File: src/rtl/crm_pkg.sv
package crm_pkg;

    parameter int unsigned DEF_CHUNKS  = 8;
    parameter int unsigned DEF_CHUNK_W = 8;
    parameter int unsigned DEF_ROWS    = 16;

    typedef enum logic [1:0] {
        OP_NONE  = 2'd0,
        OP_READ  = 2'd1,
        OP_WRITE = 2'd2
    } op_e;

    // bank that holds the spare for a line stored in bank b
    function automatic logic spare_bank(input logic b);
        return ~b;
    endfunction

endpackage

File: src/rtl/crm_map.sv
module crm_map #(
    parameter int unsigned CHUNKS = crm_pkg::DEF_CHUNKS,
    parameter int unsigned ROWS   = crm_pkg::DEF_ROWS,
    localparam int unsigned ROW_W = $clog2(ROWS),
    localparam int unsigned LINES = 2 * ROWS,
    localparam int unsigned LINE_W = ROW_W + 1
) (
    input  logic              clk,
    input  logic              rst,
    input  logic              cfg_we,
    input  logic [LINE_W-1:0] cfg_line,
    input  logic [CHUNKS-1:0] cfg_fault,
    input  logic [ROW_W-1:0]  cfg_row,
    input  logic              cfg_off,
    input  logic              lk_en,
    input  logic [LINE_W-1:0] lk_line,
    output logic [CHUNKS-1:0] lk_fault,
    output logic [ROW_W-1:0]  lk_row,
    output logic              lk_off
);

    logic [CHUNKS-1:0] fault_q [LINES];
    logic [ROW_W-1:0]  row_q   [LINES];
    logic              off_q   [LINES];

    always_ff @(posedge clk) begin
        if (rst) begin
            for (int i = 0; i < int'(LINES); i++) begin
                fault_q[i] <= '0;
                row_q[i]   <= '0;
                off_q[i]   <= 1'b0;
            end
        end else if (cfg_we) begin
            fault_q[cfg_line] <= cfg_fault;
            row_q[cfg_line]   <= cfg_row;
            off_q[cfg_line]   <= cfg_off;
        end
    end

    // lookup port is held at zero when the repair path is off
    always_comb begin
        if (lk_en) begin
            lk_fault = fault_q[lk_line];
            lk_row   = row_q[lk_line];
            lk_off   = off_q[lk_line];
        end else begin
            lk_fault = '0;
            lk_row   = '0;
            lk_off   = 1'b0;
        end
    end

endmodule

File: src/rtl/crm_bank.sv
module crm_bank #(
    parameter int unsigned CHUNKS  = crm_pkg::DEF_CHUNKS,
    parameter int unsigned CHUNK_W = crm_pkg::DEF_CHUNK_W,
    parameter int unsigned ROWS    = crm_pkg::DEF_ROWS,
    localparam int unsigned ROW_W  = $clog2(ROWS),
    localparam int unsigned LINE_BITS = CHUNKS * CHUNK_W
) (
    input  logic                 clk,
    input  logic                 rd_en,
    input  logic [ROW_W-1:0]     row,
    input  logic [CHUNKS-1:0]    we_mask,
    input  logic [LINE_BITS-1:0] wr_data,
    output logic [LINE_BITS-1:0] rd_data
);

    // one storage column per chunk so that chunk enables stay independent
    for (genvar c = 0; c < int'(CHUNKS); c++) begin : g_col
        logic [CHUNK_W-1:0] col [ROWS];
        logic [CHUNK_W-1:0] rd_q;

        always_ff @(posedge clk) begin
            if (we_mask[c]) begin
                col[row] <= wr_data[c*CHUNK_W +: CHUNK_W];
            end
            if (rd_en) begin
                rd_q <= col[row];
            end
        end

        assign rd_data[c*CHUNK_W +: CHUNK_W] = rd_q;
    end

endmodule

File: src/rtl/crm_merge.sv
module crm_merge #(
    parameter int unsigned CHUNKS  = crm_pkg::DEF_CHUNKS,
    parameter int unsigned CHUNK_W = crm_pkg::DEF_CHUNK_W,
    localparam int unsigned LINE_BITS = CHUNKS * CHUNK_W
) (
    input  logic                 clk,
    input  logic                 rst,
    input  logic                 in_valid,
    input  logic                 in_off,
    input  logic [CHUNKS-1:0]    in_fault,
    input  logic [LINE_BITS-1:0] data_word,
    input  logic [LINE_BITS-1:0] spare_word,
    output logic                 out_valid,
    output logic                 out_hit,
    output logic [LINE_BITS-1:0] out_data
);

    logic [LINE_BITS-1:0] merged;

    for (genvar c = 0; c < int'(CHUNKS); c++) begin : g_sel
        assign merged[c*CHUNK_W +: CHUNK_W] = in_fault[c]
            ? spare_word[c*CHUNK_W +: CHUNK_W]
            : data_word[c*CHUNK_W +: CHUNK_W];
    end

    always_ff @(posedge clk) begin
        if (rst) begin
            out_valid <= 1'b0;
            out_hit   <= 1'b0;
            out_data  <= '0;
        end else begin
            out_valid <= in_valid;
            out_hit   <= in_valid & ~in_off;
            out_data  <= (in_valid & ~in_off) ? merged : '0;
        end
    end

    // a repaired response is always preceded by a first-stage read
    a_r5_merge_follows: assert property (@(posedge clk) disable iff (rst)
        out_valid |-> $past(in_valid));

endmodule

File: src/rtl/chunk_repair_mux.sv
module chunk_repair_mux #(
    parameter int unsigned CHUNKS  = crm_pkg::DEF_CHUNKS,
    parameter int unsigned CHUNK_W = crm_pkg::DEF_CHUNK_W,
    parameter int unsigned ROWS    = crm_pkg::DEF_ROWS,
    localparam int unsigned ROW_W  = $clog2(ROWS),
    localparam int unsigned LINE_W = ROW_W + 1,
    localparam int unsigned LINE_BITS = CHUNKS * CHUNK_W
) (
    input  logic                 clk,
    input  logic                 rst,
    input  logic                 bypass,
    input  logic                 cfg_we,
    input  logic [LINE_W-1:0]    cfg_line,
    input  logic [CHUNKS-1:0]    cfg_fault,
    input  logic [ROW_W-1:0]     cfg_spare_row,
    input  logic                 cfg_off,
    input  logic                 req_valid,
    input  logic                 req_write,
    input  logic [LINE_W-1:0]    req_line,
    input  logic [LINE_BITS-1:0] req_wdata,
    output logic                 rsp_valid,
    output logic                 rsp_hit,
    output logic [LINE_BITS-1:0] rsp_rdata
);
    import crm_pkg::*;

    typedef struct packed {
        logic              valid;
        logic              bank;
        logic              byp;
        logic              off;
        logic [CHUNKS-1:0] fault;
    } stage1_t;

    op_e               req_op;
    logic              req_bank;
    logic [ROW_W-1:0]  req_row;
    logic [CHUNKS-1:0] lk_fault;
    logic [ROW_W-1:0]  lk_row;
    logic              lk_off;

    logic [LINE_BITS-1:0] bank_rd [2];
    logic [CHUNKS-1:0]    bank_we [2];

    stage1_t s1_q;
    logic [LINE_BITS-1:0] data_word;
    logic [LINE_BITS-1:0] spare_word;
    logic                 byp_valid;
    logic                 m_valid;
    logic                 m_hit;
    logic [LINE_BITS-1:0] m_data;

    always_comb begin
        if (!req_valid)     req_op = OP_NONE;
        else if (req_write) req_op = OP_WRITE;
        else                req_op = OP_READ;
    end

    assign req_bank = req_line[LINE_W-1];
    assign req_row  = req_line[ROW_W-1:0];

    crm_map #(.CHUNKS(CHUNKS), .ROWS(ROWS)) u_map (
        .clk      (clk),
        .rst      (rst),
        .cfg_we   (cfg_we),
        .cfg_line (cfg_line),
        .cfg_fault(cfg_fault),
        .cfg_row  (cfg_spare_row),
        .cfg_off  (cfg_off),
        .lk_en    (~bypass),
        .lk_line  (req_line),
        .lk_fault (lk_fault),
        .lk_row   (lk_row),
        .lk_off   (lk_off)
    );

    for (genvar k = 0; k < 2; k++) begin : g_bank
        logic              is_data;
        logic              is_spare;
        logic [ROW_W-1:0]  row;
        logic              rd_en;
        logic [CHUNKS-1:0] we;

        assign is_data  = (req_bank == 1'(k));
        assign is_spare = (spare_bank(req_bank) == 1'(k));
        assign row      = is_data ? req_row : lk_row;
        assign rd_en    = (req_op == OP_READ) && (is_data || !bypass);

        always_comb begin
            we = '0;
            if (req_op == OP_WRITE) begin
                if (bypass)
                    we = is_data ? '1 : '0;
                else if (!lk_off)
                    we = is_data ? ~lk_fault : (is_spare ? lk_fault : '0);
            end
        end

        assign bank_we[k] = we;

        crm_bank #(.CHUNKS(CHUNKS), .CHUNK_W(CHUNK_W), .ROWS(ROWS)) u_bank (
            .clk    (clk),
            .rd_en  (rd_en),
            .row    (row),
            .we_mask(we),
            .wr_data(req_wdata),
            .rd_data(bank_rd[k])
        );
    end

    always_ff @(posedge clk) begin
        if (rst) begin
            s1_q <= '0;
        end else begin
            s1_q.valid <= (req_op == OP_READ);
            s1_q.bank  <= req_bank;
            s1_q.byp   <= bypass;
            s1_q.off   <= lk_off;
            s1_q.fault <= lk_fault;
        end
    end

    assign data_word  = s1_q.bank ? bank_rd[1] : bank_rd[0];
    assign spare_word = s1_q.bank ? bank_rd[0] : bank_rd[1];
    assign byp_valid  = s1_q.valid & s1_q.byp;

    crm_merge #(.CHUNKS(CHUNKS), .CHUNK_W(CHUNK_W)) u_merge (
        .clk       (clk),
        .rst       (rst),
        .in_valid  (s1_q.valid & ~s1_q.byp),
        .in_off    (s1_q.off),
        .in_fault  (s1_q.fault),
        .data_word (data_word),
        .spare_word(spare_word),
        .out_valid (m_valid),
        .out_hit   (m_hit),
        .out_data  (m_data)
    );

    assign rsp_valid = byp_valid | m_valid;
    assign rsp_hit   = byp_valid | m_hit;
    assign rsp_rdata = byp_valid ? data_word : m_data;

    // a chunk position is never written in both banks in one cycle
    a_r2_disjoint_we: assert property (@(posedge clk) disable iff (rst)
        (bank_we[0] & bank_we[1]) == '0);

    // bypass reads answer one edge later with a hit
    a_r6_bypass_latency: assert property (@(posedge clk) disable iff (rst)
        (req_valid && !req_write && bypass) |=> (rsp_valid && rsp_hit));

    // the two response paths never fire together
    a_r6_no_overlap: assert property (@(posedge clk) disable iff (rst)
        !(byp_valid && m_valid));

    // repaired reads answer two edges later
    a_r5_repair_latency: assert property (@(posedge clk) disable iff (rst)
        (req_valid && !req_write && !bypass) |=> ##1 rsp_valid);

    // a disabled line never hits and returns zero
    a_r7_off_nohit: assert property (@(posedge clk) disable iff (rst)
        (req_valid && !req_write && !bypass && lk_off)
            |=> ##1 (rsp_valid && !rsp_hit && rsp_rdata == '0));

    // every response traces back to a read request
    a_r9_resp_from_read: assert property (@(posedge clk) disable iff (rst)
        rsp_valid |-> ($past(req_valid && !req_write)
                       || $past(req_valid && !req_write, 2)));

    // maps are only loaded while no access is in progress
    a_r8_cfg_idle: assert property (@(posedge clk) disable iff (rst)
        cfg_we |-> !req_valid);

endmodule

File: config.mk
export PLATFORM = sky130hd
export DESIGN_NAME = chunk_repair_mux
export DESIGN_NICKNAME = d
export VERILOG_FILES = /design/src/rtl/crm_pkg.sv /design/src/rtl/crm_map.sv /design/src/rtl/crm_bank.sv /design/src/rtl/crm_merge.sv /design/src/rtl/chunk_repair_mux.sv
export SDC_FILE = /design/constraint.sdc
export NUM_CORES = 2
export LEC_CHECK = 0
export ABC_AREA = 1
export BUFFER_PORTS_ARGS = -buffer_cell sky130_fd_sc_hd__clkbuf_2
export CAP_MARGIN = 40
export CORE_MARGIN = 5
export CORE_UTILIZATION = 45
export DETAILED_ROUTE_END_ITERATION = 8
export GPL_TIMING_DRIVEN = 0
export SYNTH_ARGS = -nofsm -noshare
export SYNTH_HDL_FRONTEND = slang
export SYNTH_SLANG_ARGS = --single-unit
File: constraint.sdc
create_clock -name clk -period 9.35 [get_ports clk]
set_clock_uncertainty 0.05 [all_clocks]
set_input_delay 1.4025 -clock clk [delete_from_list [all_inputs] [get_ports clk]]
set_output_delay 1.4025 -clock clk [all_outputs]
set_load 0.005 [all_outputs]
==> flow_summary.ini <==
[yosys]
yosysTopAreaCell = edfxtp_1
syn_area_per_cell_um2 = 10.2
synth_edf_count = 2592
synth_compound_area_share_pct = 2.56
synth_cell_types = 38
synthMuxAreaShare_pct = 0
syn_nets = 11300
ys.flop_type = edfxtp_1
synth_area_leaders = edfxtp_1, nand2_1, nor2_1
synth-xor-area-share_pct = 0
async_flop_share_pct = 0
synth-seq-cells = 2670
seq_area_frac_synth_pct = 69.4
ys_warn_count = 0
netlist_area_mm2 = 0.114
synth_fa_ha_area_share_pct = 0
synth_top_family_by_area = simple AND/OR/NAND/NOR gates
yosysTopAreaCellShare_pct = 68.0
synth-simple-area-share_pct = 24.0
synth_cells = 11200

[sta]
final-hold-violation-count = 0
min_period_ps = 5320
grt_setup_unrepaired = false
finalCritPeriodShare_pct = 56.9
slew_headroom_pct = 32.6
setup_violations = 0
slew_viol_final = 0
clock.fmax_mhz = 188
worst_slew_pin_slew_ps = 1010
whs_ps = 428
setup_tns_ps = 0

[placed_design]
placed_cell_area_mm2 = 0.121
port_buffers = 154
gp_congestion = 0.954
dp_hpwl_mm = 294

[floorplanning]
rows = 185
die-width_um = 514
dieArea_mm2 = 0.264
core_mm2 = 0.253
fp.dieH_um = 514
start_util_pct = 45.1
io_pins = 159

[power_and_ir_drop]
finalPower_w = 0.0277
leakage_nw = 53.2
p_per_area_mw_per_mm2 = 212
vdd_drop_max_uv = 181

[layout]
drive_gt1_share_pct = 10.0
fin_nets = 12000
fillers = 22600
syn2layout_area_growth_pct = 14.4
fin_area_mm2 = 0.131
final_util_pct = 51.6

[clock_tree]
cts_buffer_depth = 4
insertion_delay_ps = 940
cts_setup_buffers = 0
cts_htree_levels = 5
clockRootBuffer = clkbuf_16
post_cts_resized = 0
path_clk_slew_ps = 60
clock-sinks = 2670
cts_buffers = 301
ctsHoldBuffers = 0
cts_tree = done

[global_routing]
antenna_found_initial = 20
grtUsageMet3_pct = 5.62
grt_pass1_wl_mm = 569
grt_pass1_vias = 80800
overflow = 0
met2_usage_pct = 49.2
met1_usage_pct = 37.8
grt_max_degree = 33
grt_util_all_layers_pct = 29.8
busiest_layer = met2

[critical_path]
crit_arrival_ps = 5810
cp_max_fo = 11
crit_required_ps = 9840
end_kind = register
critPathLaunchType = primary input
crit_type = primary input to register

[route]
antenna_left = 0
wl_per_cell_um = 26.1
wl_mm = 405
drc_errors = 0
vias = 84800
drt_iter0_markers = 10400
first_pass_iters = 8
vias_per_cell = 5.47

[status]
status = completed

[flow_run]
drv_cap = 0

[worst_hold_path]
hp-class = register to register
==> through the flow <==
stage	setup slack, ps	std cells
2_1_floorplan	3770	11200
3_3_place_gp	1780	14800
4_1_cts	4120	15500
3_5_place_dp	3240	15000
5_1_grt	4030	15500
6_report	4030	15500
==> per-layer routing <==
layer  part of all wire (%)  wire length [um]
met1                     37            152000
met2                     47            190000
met3                    9.4             37900
met4                    6.1             24800
met5                  0.040               162
==> critical path, stage by stage <==
cell and delay, ps:
buf_6 130, clkbuf_1 710, nand3_1 190, nand3_1 160, nand3_1 110, nand3_2 290, nand2_2 350, buf_2 440
buf_2 310, nor2_2 260, nand2_1 510, nor2_1 900
==> area by class of cell <==
type / instances / area [um^2] / share of cell area, %
sequential: 2670 / 79400 / 60.7
multi-input combinational: 7551 / 30400 / 23.2
clock buffer: 381 / 8030 / 6.14
tap: 3366 / 4210 / 3.22
buffer: 676 / 3350 / 2.56
timing repair buffer: 375 / 2970 / 2.27
inverter: 339 / 1280 / 0.977
clock inverter: 134 / 1180 / 0.905
antenna: 8 / 20.0 / 0.0153
==> synth_stat cells, types with 10 or more instances <==
master and number:
buf_1 25, buf_2 288, buf_4 61, buf_6 30, clkbuf_1 272, dfxtp_1 78, edfxtp_1 2592, inv_1 329
nand2_1 5219, nand3_1 639, nand3_2 10, nor2_1 1109, nor2_2 10, nor3_1 13, o211ai_1 49, o21ai_0 365
o21ai_1 34, o221ai_1 37, o22ai_1 17, or2_2 10
==> registers in the layout, summed over array words and instances, names as in the netlist <==
| register | flops |
|---|---|
| u_map.off_q | 32 |
| u_merge.out_valid | 1 |
| u_map.row_q | 128 |
| u_map.fault_q | 256 |
| g_bank.u_bank.g_col.col | 2048 |
| u_merge.out_hit | 1 |
| g_bank.u_bank.g_col.rd_q | 128 |
| s1_q | 12 |
| u_merge.out_data | 64 |
==> kinds of logic after synthesis <==
group,after synthesis
AOI/OAI and AO/OA,519
and+or+nand+nor,7032
buffers and inverters,1015
DFF,2670
==> layout by cell type, fill, tap and decap left out, types with 8 or more instances in the layout <==
cell	count
buf_1	25
buf_12	17
buf_2	307
buf_4	189
buf_6	60
buf_8	22
bufinv_16	20
clkbuf_1	339
clkbuf_16	307
clkbuf_2	154
clkinv_1	55
clkinv_2	41
clkinvlp_4	8
dfxtp_1	78
diode_2	8
edfxtp_1	2592
inv_1	329
inv_6	9
nand2_1	5219
nand2_2	9
nand3_1	639
nand3_2	10
nor2_1	1108
nor2_2	10
nor3_1	12
o211ai_1	49
o21ai_0	365
o21ai_1	34
o221ai_1	37
o22ai_1	17
or2_2	10
==> power by group <==
part           internal [W]  total, W  switching (W)
logic              0.000681   0.00298        0.00229
registers            0.0134    0.0134      0.0000641
clock network       0.00660    0.0114        0.00475
total                0.0206    0.0277        0.00711
==> path summary, 6_finish.rpt <==
kind / from / end / slack (ps) / depth (start not counted)
worst max register to register: u_map.row_q[27][0] / g_bank[0].u_bank.g_col[3].col[13][3] / 4840 / 13
worst min register to register: g_bank[1].u_bank.g_col[2].rd_q[1] / u_merge.out_data[17] / 430 / 2
worst min-delay path: g_bank[1].u_bank.g_col[2].rd_q[1] / u_merge.out_data[17] / 430 / 2
worst max-delay path: req_line[1] / g_bank[1].u_bank.g_col[1].col[15][2] / 4030 / 12
(Power assumes the default switching activity.)
